<file path="config.mk">
export PLATFORM = sky130hd
export DESIGN_NAME = hostreg_ctrl
export DESIGN_NICKNAME = d
export VERILOG_FILES = /design/src/rtl/hostreg_pkg.sv /design/src/rtl/hostreg_strobe_sync.sv /design/src/rtl/hostreg_word_pack.sv /design/src/rtl/hostreg_flags.sv /design/src/rtl/hostreg_ctrl.sv
export SDC_FILE = /design/constraint.sdc
export NUM_CORES = 1
export LEC_CHECK = 0
export BUFFER_PORTS_ARGS = -buffer_cell sky130_fd_sc_hd__buf_2
export CORE_MARGIN = 5
export CORE_UTILIZATION = 57
export DETAILED_ROUTE_END_ITERATION = 10
export GPL_ROUTABILITY_DRIVEN = 0
export GPL_TIMING_DRIVEN = 0
export HOLD_SLACK_MARGIN = 0.15
export PLACE_DENSITY = 0.87
export SLEW_MARGIN = 20
export SYNTH_ARGS = -nofsm -noshare
export SYNTH_HDL_FRONTEND = slang
export SYNTH_SLANG_ARGS = --single-unit
</file>
<file path="constraint.sdc">
create_clock -name clk -period 3.3 [get_ports clk]
set_input_delay 0.66 -clock clk [delete_from_list [all_inputs] [get_ports clk]]
set_output_delay 0.66 -clock clk [all_outputs]
set_load 0.1 [all_outputs]
</file>
<file path="src/rtl/hostreg_pkg.sv">
package hostreg_pkg;

  typedef enum logic [1:0] {
    REG_CTRL = 2'd0,
    REG_MASK = 2'd1,
    REG_DATA = 2'd2,
    REG_DIV  = 2'd3
  } reg_sel_e;

  // status bit positions (decoded by host software, so fixed)
  localparam int ST_EN     = 0;
  localparam int ST_RXRDY  = 1;
  localparam int ST_TXROOM = 2;
  localparam int ST_TXIDLE = 3;
  localparam int ST_ERRLO  = 4;
  localparam int ST_ERRHI  = 7;

  // command bit positions at the control address
  localparam int CMD_EN    = 0;
  localparam int CMD_SEND  = 1;

  localparam int NERR      = 4;

  // order matches bits 7..4: frame, code, overrun, noise
  typedef struct packed {
    logic frame;
    logic code;
    logic ovr;
    logic noise;
  } err_vec_t;

  function automatic logic div_in_range(input logic [31:0] v,
                                        input logic [31:0] lo,
                                        input logic [31:0] hi);
    return (v >= lo) && (v <= hi);
  endfunction

endpackage

</file>
<file path="src/rtl/hostreg_strobe_sync.sv">
module hostreg_strobe_sync #(
  parameter int STAGES = 2
) (
  input  logic clk,
  input  logic rst_n,
  input  logic sel_n,
  input  logic rd_n,
  input  logic wr_n,
  output logic rd_go,
  output logic wr_go
);
  localparam int NSIG = 3;
  localparam int PW   = NSIG * STAGES;

  logic [PW-1:0]   pipe_q;
  logic [NSIG-1:0] synced_n;
  logic            sel_on, rd_act, wr_act, rd_act_q, wr_act_q;

  always_ff @(posedge clk or negedge rst_n) begin
    if (!rst_n) pipe_q <= '1;
    else        pipe_q <= {pipe_q[PW-NSIG-1+NSIG-NSIG:0], sel_n, rd_n, wr_n} >> 0;
  end

  assign synced_n = pipe_q[PW-1 -: NSIG];
  assign sel_on   = ~synced_n[2];
  assign rd_act   = sel_on & ~synced_n[1];
  assign wr_act   = sel_on & ~synced_n[0];

  always_ff @(posedge clk or negedge rst_n) begin
    if (!rst_n) begin
      rd_act_q <= 1'b0;
      wr_act_q <= 1'b0;
    end else begin
      rd_act_q <= rd_act;
      wr_act_q <= wr_act;
    end
  end

  assign rd_go = rd_act & ~rd_act_q;
  assign wr_go = wr_act & ~wr_act_q;


  rd_single_chk: assert property (@(posedge clk) disable iff (!rst_n)
    rd_go |=> !rd_go);

  wr_single_chk: assert property (@(posedge clk) disable iff (!rst_n)
    wr_go |=> !wr_go);

endmodule

</file>
<file path="src/rtl/hostreg_word_pack.sv">
module hostreg_word_pack #(
  parameter int BYTE_W = 8
) (
  input  logic              clk,
  input  logic              rst_n,
  input  logic              data_wr,
  input  logic [BYTE_W-1:0] byte_in,
  input  logic              send_req,
  input  logic              tx_full,
  input  logic              tx_empty,
  output logic              word_we,
  output logic [2*BYTE_W-1:0] word,
  output logic              frame_go
);
  localparam int WORD_W = 2 * BYTE_W;

  function automatic logic [WORD_W-1:0] join_pair(input logic [BYTE_W-1:0] hi,
                                                  input logic [BYTE_W-1:0] lo);
    return {hi, lo};
  endfunction

  logic              held_q;
  logic [BYTE_W-1:0] hold_q;
  logic              frame_pend_q;
  logic              data_take;

  assign data_take = data_wr & ~tx_full;

  always_ff @(posedge clk or negedge rst_n) begin
    if (!rst_n) begin
      held_q       <= 1'b0;
      hold_q       <= '0;
      frame_pend_q <= 1'b0;
      word_we      <= 1'b0;
      word         <= '0;
      frame_go     <= 1'b0;
    end else begin
      word_we      <= 1'b0;
      frame_go     <= frame_pend_q;
      frame_pend_q <= 1'b0;
      if (data_take) begin
        if (held_q) begin
          word    <= join_pair(byte_in, hold_q);
          word_we <= 1'b1;
          held_q  <= 1'b0;
        end else begin
          hold_q  <= byte_in;
          held_q  <= 1'b1;
        end
      end else if (send_req) begin
        if (held_q) begin
          word         <= join_pair('0, hold_q);
          word_we      <= ~tx_full;
          held_q       <= 1'b0;
          frame_pend_q <= 1'b1;
        end else if (!tx_empty) begin
          frame_go     <= 1'b1;
        end
      end
    end
  end


  word_frame_apart_chk: assert property (@(posedge clk) disable iff (!rst_n)
    word_we |-> !frame_go);

  full_drop_chk: assert property (@(posedge clk) disable iff (!rst_n)
    (data_wr && tx_full && !send_req) |=> !word_we);

  empty_ignore_chk: assert property (@(posedge clk) disable iff (!rst_n)
    (send_req && !held_q && tx_empty && !frame_pend_q && !data_wr) |=> (!frame_go && !word_we));

endmodule

</file>
<file path="src/rtl/hostreg_flags.sv">
module hostreg_flags #(
  parameter int NF = 4
) (
  input  logic          clk,
  input  logic          rst_n,
  input  logic          en_next,
  input  logic [NF-1:0] ev,
  input  logic [NF-1:0] clr,
  output logic [NF-1:0] flags
);
  for (genvar i = 0; i < NF; i++) begin : g_flag
    logic f_q;
    always_ff @(posedge clk or negedge rst_n) begin
      if (!rst_n)        f_q <= 1'b0;
      else if (!en_next) f_q <= 1'b0;
      else               f_q <= (f_q & ~clr[i]) | ev[i];
    end
    assign flags[i] = f_q;
  end


  clear_takes_chk: assert property (@(posedge clk) disable iff (!rst_n)
    en_next |=> ((flags & $past(clr & ~ev)) == '0));

endmodule

</file>
<file path="src/rtl/hostreg_ctrl.sv">
module hostreg_ctrl
  import hostreg_pkg::*;
#(
  parameter int BYTE_W      = 8,
  parameter int SYNC_STAGES = 2,
  parameter int DIV_MIN     = 3,
  parameter int DIV_MAX     = 15,
  parameter int DIV_RESET   = 3
) (
  input  logic                clk,
  input  logic                rst_n,
  input  logic                host_sel_n,
  input  logic                host_rd_n,
  input  logic                host_wr_n,
  input  logic [1:0]          host_addr,
  input  logic [BYTE_W-1:0]   host_wdata,
  output logic [BYTE_W-1:0]   host_rdata,
  output logic                host_irq,
  input  logic                tx_idle,
  input  logic                tx_full,
  input  logic                tx_empty,
  input  logic                rx_ready,
  input  logic                ev_frame,
  input  logic                ev_ecc,
  input  logic                ev_overrun,
  input  logic                ev_noise,
  output logic                tx_word_we,
  output logic [2*BYTE_W-1:0] tx_word,
  output logic                tx_frame_go,
  output logic [BYTE_W-1:0]   baud_div
);
  localparam logic [BYTE_W-1:0] MASK_KEEP = {{(BYTE_W-1){1'b1}}, 1'b0};

  logic              rd_go, wr_go;
  reg_sel_e          sel;
  logic              en_q, en_next;
  logic [BYTE_W-1:0] mask_q, div_q, status;
  err_vec_t          ev_v, clr_v, flag_v;
  logic              wr_ctrl, wr_data, send_req, div_ok;

  hostreg_strobe_sync #(.STAGES(SYNC_STAGES)) u_sync (
    .clk   (clk),
    .rst_n (rst_n),
    .sel_n (host_sel_n),
    .rd_n  (host_rd_n),
    .wr_n  (host_wr_n),
    .rd_go (rd_go),
    .wr_go (wr_go)
  );

  assign sel      = reg_sel_e'(host_addr);
  assign wr_ctrl  = wr_go && (sel == REG_CTRL);
  assign wr_data  = wr_go && (sel == REG_DATA);
  assign send_req = wr_ctrl && host_wdata[CMD_SEND];
  assign en_next  = wr_ctrl ? host_wdata[CMD_EN] : en_q;
  assign div_ok   = div_in_range(32'(host_wdata), 32'(DIV_MIN), 32'(DIV_MAX));

  assign ev_v  = '{frame: ev_frame, code: ev_ecc, ovr: ev_overrun, noise: ev_noise};
  assign clr_v = wr_ctrl ? err_vec_t'(host_wdata[ST_ERRHI:ST_ERRLO]) : '0;

  hostreg_flags #(.NF(NERR)) u_flags (
    .clk     (clk),
    .rst_n   (rst_n),
    .en_next (en_next),
    .ev      (ev_v),
    .clr     (clr_v),
    .flags   (flag_v)
  );

  hostreg_word_pack #(.BYTE_W(BYTE_W)) u_pack (
    .clk      (clk),
    .rst_n    (rst_n),
    .data_wr  (wr_data),
    .byte_in  (host_wdata),
    .send_req (send_req),
    .tx_full  (tx_full),
    .tx_empty (tx_empty),
    .word_we  (tx_word_we),
    .word     (tx_word),
    .frame_go (tx_frame_go)
  );

  always_ff @(posedge clk or negedge rst_n) begin
    if (!rst_n) begin
      en_q   <= 1'b0;
      mask_q <= '0;
      div_q  <= BYTE_W'(DIV_RESET);
    end else begin
      en_q <= en_next;
      if (wr_go && sel == REG_MASK) mask_q <= host_wdata & MASK_KEEP;
      if (wr_go && sel == REG_DIV && !en_q && div_ok) div_q <= host_wdata;
    end
  end

  always_comb begin
    status                      = '0;
    status[ST_ERRHI:ST_ERRLO]   = flag_v;
    status[ST_TXIDLE]           = tx_idle;
    status[ST_TXROOM]           = ~tx_full;
    status[ST_RXRDY]            = rx_ready;
    status[ST_EN]               = en_q;
  end

  assign host_irq = |(status & mask_q);
  assign baud_div = div_q;

  always_ff @(posedge clk or negedge rst_n) begin
    if (!rst_n) host_rdata <= '0;
    else if (rd_go) begin
      case (sel)
        REG_CTRL: host_rdata <= status;
        REG_MASK: host_rdata <= mask_q;
        REG_DIV:  host_rdata <= div_q;
        default:  host_rdata <= '0;
      endcase
    end
  end


  div_frozen_chk: assert property (@(posedge clk) disable iff (!rst_n)
    !$stable(div_q) |-> !$past(en_q));

  div_window_chk: assert property (@(posedge clk) disable iff (!rst_n)
    (div_q >= BYTE_W'(DIV_MIN)) && (div_q <= BYTE_W'(DIV_MAX)));

  off_flags_low_chk: assert property (@(posedge clk) disable iff (!rst_n)
    !en_q |-> (flag_v == '0));

  masked_quiet_chk: assert property (@(posedge clk) disable iff (!rst_n)
    (mask_q == '0) |-> !host_irq);

endmodule

</file>
==> After elaboration in Yosys (flattened, before gate mapping) <==
Index checks and enable logic that the tools add are counted.
{ "totals": {"word_cells": 85, "in_bits": 23, "register_bits": 64, "out_inout_bits": 35} }
{ "classes": {"n_eq_ne": 3, "bitwise": 25, "n_lt_le_gt_ge": 2, "reduce_logical": 14, "mux": 24} }
{ "op_table": {"columns": ["op", "n"], "rows": [
  ["2-to-1 mux 16 bit", 4],
  ["case mux 8 bit (3 select lines)", 1],
  ["2-to-1 mux 1 bit", 18],
  ["inverter 1 bit", 11],
  ["AND 1 bit", 9],
  ["AND 8 bit", 1],
  ["greater-or-equal comparator 8 x 2 -> 1 bit, second input constant", 1],
  ["<= comparator 8 x 4 -> 1 bit, second input constant", 1],
  ["logical AND 1 bit", 8],
  ["OR reduction 8 bit", 1],
  ["equality test 2 bit, second input constant", 2],
  ["2-to-1 mux 4 bit", 1],
  ["bitwise OR 1 bit", 4],
  ["AND reduction 2 bit", 2],
  ["equality test 2 x 1 -> 1 bit, second input constant", 1],
  ["logical NOT 2 bit", 1],
  ["nonzero test 2 bit", 1],
  ["logical NOT 1 bit", 1]
]} }

==> Logic depth before layout (Yosys ltp) <==
{ "logic_depth": {"ltp_word": 9, "depth_mapped": 5, "ltp_nobuf": 3} }

==> Hierarchy <==
From an unflattened synthesis, not the netlist that was laid out.
{ "hier_totals": {"hier_cells": 194, "area_unflattened_um2": 2670.1} }
{ "by_module_without_submodules": {"columns": ["mod", "n_inst", "area_per_inst_um2", "cells_per_inst"], "rows": [
  ["hostreg_ctrl", 1, 1131.1, 99],
  ["hostreg_word_pack", 1, 1088.5, 67],
  ["hostreg_strobe_sync", 1, 235.2, 12],
  ["hostreg_flags", 1, 215.2, 16]
]} }

==> Worst setup path before layout <==
Ideal clock, no wire load.
{ "synth_timing": {"path_kind": "input to output", "startpoint": "in tx_full", "endpoint": "out host_irq", "path_stages": 3, "slack_ps": 938, "n_path_buf": 0, "required_ps": 2640, "arrival_ps": 1702, "path_cell_list": "inv_1 -> a222oi_1 -> nand3_1"} }
{ "synth_via": {"elab_chain_len": 3} }
{ "synth_lines": {"columns": ["element", "line", "text"], "rows": [
  ["start, declared", "hostreg_ctrl.sv:20", "input logic tx_full,"],
  ["inverter 1 bit", "hostreg_ctrl.sv:99", "status[ST_TXROOM] = ~tx_full;"],
  ["AND 8 bit", "hostreg_ctrl.sv:104", "assign host_irq = |(status & mask_q);"],
  ["OR reduction 8 bit", "hostreg_ctrl.sv:104", null],
  ["end, declared", "hostreg_ctrl.sv:18", "output logic host_irq,"]
]} }
No other way between the ends.

==> Worst setup path after layout <==
Same ends and word-level chain as after synthesis.

==> results.md <==
- Status: completed
- Initial antenna violation count: 0
- WL/cell: 18.5 µm
- PwrDens: 815 nW/µm²
- Final hold violations: 0
- Commonest cells post-synth: dfrtp_1 (56), mux2_2 (32), nor2_1 (12), a21oi_1 (11), a22oi_1 (9)
- Syn Area/Cell: 13.4 µm²
- Switch share: 41.8%
- Ant. Diodes: 0
- Worst Clk Skew: 0.00684 ns
- Seq/Total Area, Yosys: 62.6%
- Longest Clk Path Bufs: 2
- Slew Viols, Final: 0
- Worst-path clk slew: 0.06 ns
- # port buffers: 57
- Gate power share: 34.8%
- CP required: 2.64 ns
- Layout net count: 283
- Top-count cell post-synth: dfrtp_1
- Critical path capture point type: primary output
- R2R Path Start: u_sync.pipe_q[3]
- Post-CTS Setup Inserts: 0
- Remaining Overflow, GRT: 0
- Min Tclk post-route: 2.20 ns
- Yosys cell types: 32
- Critical Path AT: 1.54 ns
- P&R area growth vs syn: 21.6%
- Residual DRC: 0
- Clk pwr share: 25.5%
- Most used DFF post-synth: dfrtp_1
- CP Class: in -> out
- R2R Path End: u_pack.hold_q[5]
- Fraction of registers with async set or reset after synthesis: 100%
- Number of global-route vias before repair: 1997
- Seq pwr share: 39.6%
- Clock sinks: 64
- LEAKAGE: 1.53 nW
- Max Fanout on Critical Path: 5
- H-tree lvl count: 3
- VDD IR-drop max: 0.527 mV
- Hold buffers post-CTS: 0
- Hold_ws: 0.357 ns
- DR vias: 1855
- TritonCTS clock tree: yes
- Core area: 4350 µm²
- Startpoint Class: primary input
- Fmax achieved: 454 MHz
- GRT Resource Usage Total: 21.4%
- Util after Layout: 71.8%
- Min-delay worst type: reg -> reg
- Setup violations, final: 0
- RSZ-0062 raised after global routing: no
- Number of synthesized flops with an enable pin: 0
- Fin Setup TNS: 0 ns
- Later-pin clock latency in the skew report: 0.33 ns
- Final wirelength: 5850 µm
- Hpwl dp: 4050 µm
- Top cells by area, synth: dfrtp_1 (54%), mux2_2 (14%), dfstp_2 (8.2%)
- Net switching power: 1.07 mW
- Vias per cell: 5.85
- Initial Utilization: 59.1%
- Final Cycle Share: 66.7%
- Dpl cells: 301
- First-pass GRT wire length: 9950 µm
- CP Launch Point: tx_full
- Total CTS buffers: 9
- FF-to-FF setup slack: 1.26 ns
- PostCTS Resize Cnt: 0
- Post-route insts no fill: 317
- #FFs+latches synth: 64
- Pre-Repair DR Iteration Count: 6
- Max-cap check violation count: 0
- Gate count of the mapped netlist: 192
- Pin count of the biggest net entering global routing: 65
- Row count: 24
- Synthesized netlist net count: 215
- Internal: 1.48 mW
- I/O pin total: 58
- Layout cell share with drive strength beyond 1: 44.9%
- Worst slew pin tran: 0.777 ns
- Root buffer cell: clkbuf_8
- Slew Limit Headroom: 47.8%
- Critical path destination: host_irq
- Iter 0 DRT Violations: 216
- Die W: 77.2 µm
- Die footprint: 5960 µm²
- Chip height: 77.2 µm
- Leading area contributor after synthesis: dfrtp_1
- Top cell type's share of synthesized area: 54.5%
- Cell area after synthesis: 2570 µm²
- R2R depth: 3
- Ys Warns: 0
- Antenna-violating nets left: 0
logic make-up after synthesis:
| family | after synthesis | share of synthesized area (%) |
|---|---|---|
| buffers and inverters | 11 | 2.04 |
| DFF | 64 | 62.6 |
| and+or+nand+nor | 42 | 8.95 |
| muxes | 33 | 14.6 |
| AOI/OAI and AO/OA | 42 | 11.8 |
state kept, by name, summed over array words and instances (netlist names), 4 cells and up:
register,cells
mask_q,7
host_rdata,8
u_pack.word,16
baud_div,8
u_pack.hold_q,8
u_flags.g_flag.f_q,4
u_sync.pipe_q,6
worst max-delay path: stages:
cell,delay [ns]
buf_2,0.13
inv_1,0.07
a222oi_1,0.25
nand3_1,0.12
buf_2,0.31
power groups by stage:
| stage | sequential, mW | combinational [mW] | clock, mW |
|---|---|---|---|
| floorplan | 1.52 | 0.214 | 0 |
| finish | 1.01 | 0.888 | 0.651 |
| CTS | 1.01 | 0.893 | 0.662 |
| detailed placement | 1.02 | 0.890 | 0 |
| global route | 1.03 | 0.928 | 0.697 |
| global placement | 1.01 | 0.876 | 0 |
how the worst min path moves through the flow:
stage | from | cells past startpoint | to | slack [ns]
after floorplan | u_sync.pipe_q[0] | 0 | u_sync.pipe_q[3] | 0.35
after detailed placement | u_sync.pipe_q[2] | 0 | u_sync.pipe_q[5] | 0.35
after global routing | u_sync.pipe_q[1] | 0 | u_sync.pipe_q[4] | 0.36
final | u_sync.pipe_q[1] | 0 | u_sync.pipe_q[4] | 0.36
after global placement | u_sync.pipe_q[1] | 0 | u_sync.pipe_q[4] | 0.35
after CTS | u_sync.pipe_q[1] | 0 | u_sync.pipe_q[4] | 0.36
through the flow:
step	power [mW]	setup slack (ns)	instance area (µm²)
3_5_place_dp	1.91	0.845	2930
6_report	2.55	1.10	3130
2_1_floorplan	1.73	0.938	2570
5_1_grt	2.65	0.975	3130
4_1_cts	2.56	1.09	3130
3_3_place_gp	1.89	0.856	2920
area by class of cell:
cell class	count	area, µm²
clock buffers	14	193
flip-flops and latches	64	1610
repair buffers	57	288
multi-input cells	117	908
fillers	295	1230
clock inverters	2	10.0
well taps	52	65.1
inverters	4	15.0
plain buffers	7	37.5
cells in the final DEF (no fill, tap or decap), types with 7 or more instances in the layout:
master / Yosys / layout
a21oi_1: 11 / 11
a22o_1: 8 / 8
a22oi_1: 9 / 9
buf_2: 0 / 56
clkbuf_8: 0 / 14
dfrtp_1: 56 / 56
dfstp_2: 8 / 8
mux2_2: 32 / 32
nand2b_1: 7 / 7
nor2_1: 12 / 12
metal layers:
| layer | up-vias | wire [µm] | GRT usage [%] |
|---|---|---|---|
| met3 | 6 | 371 | 6.44 |
| met1 | 944 | 2480 | 27.6 |
| li1 | 845 | - | - |
| met4 | 0 | 70 | 8.76 |
| met5 | - | 0 | 0 |
| met2 | 60 | 2930 | 33.7 |
Power figures use the tool's default switching activity.
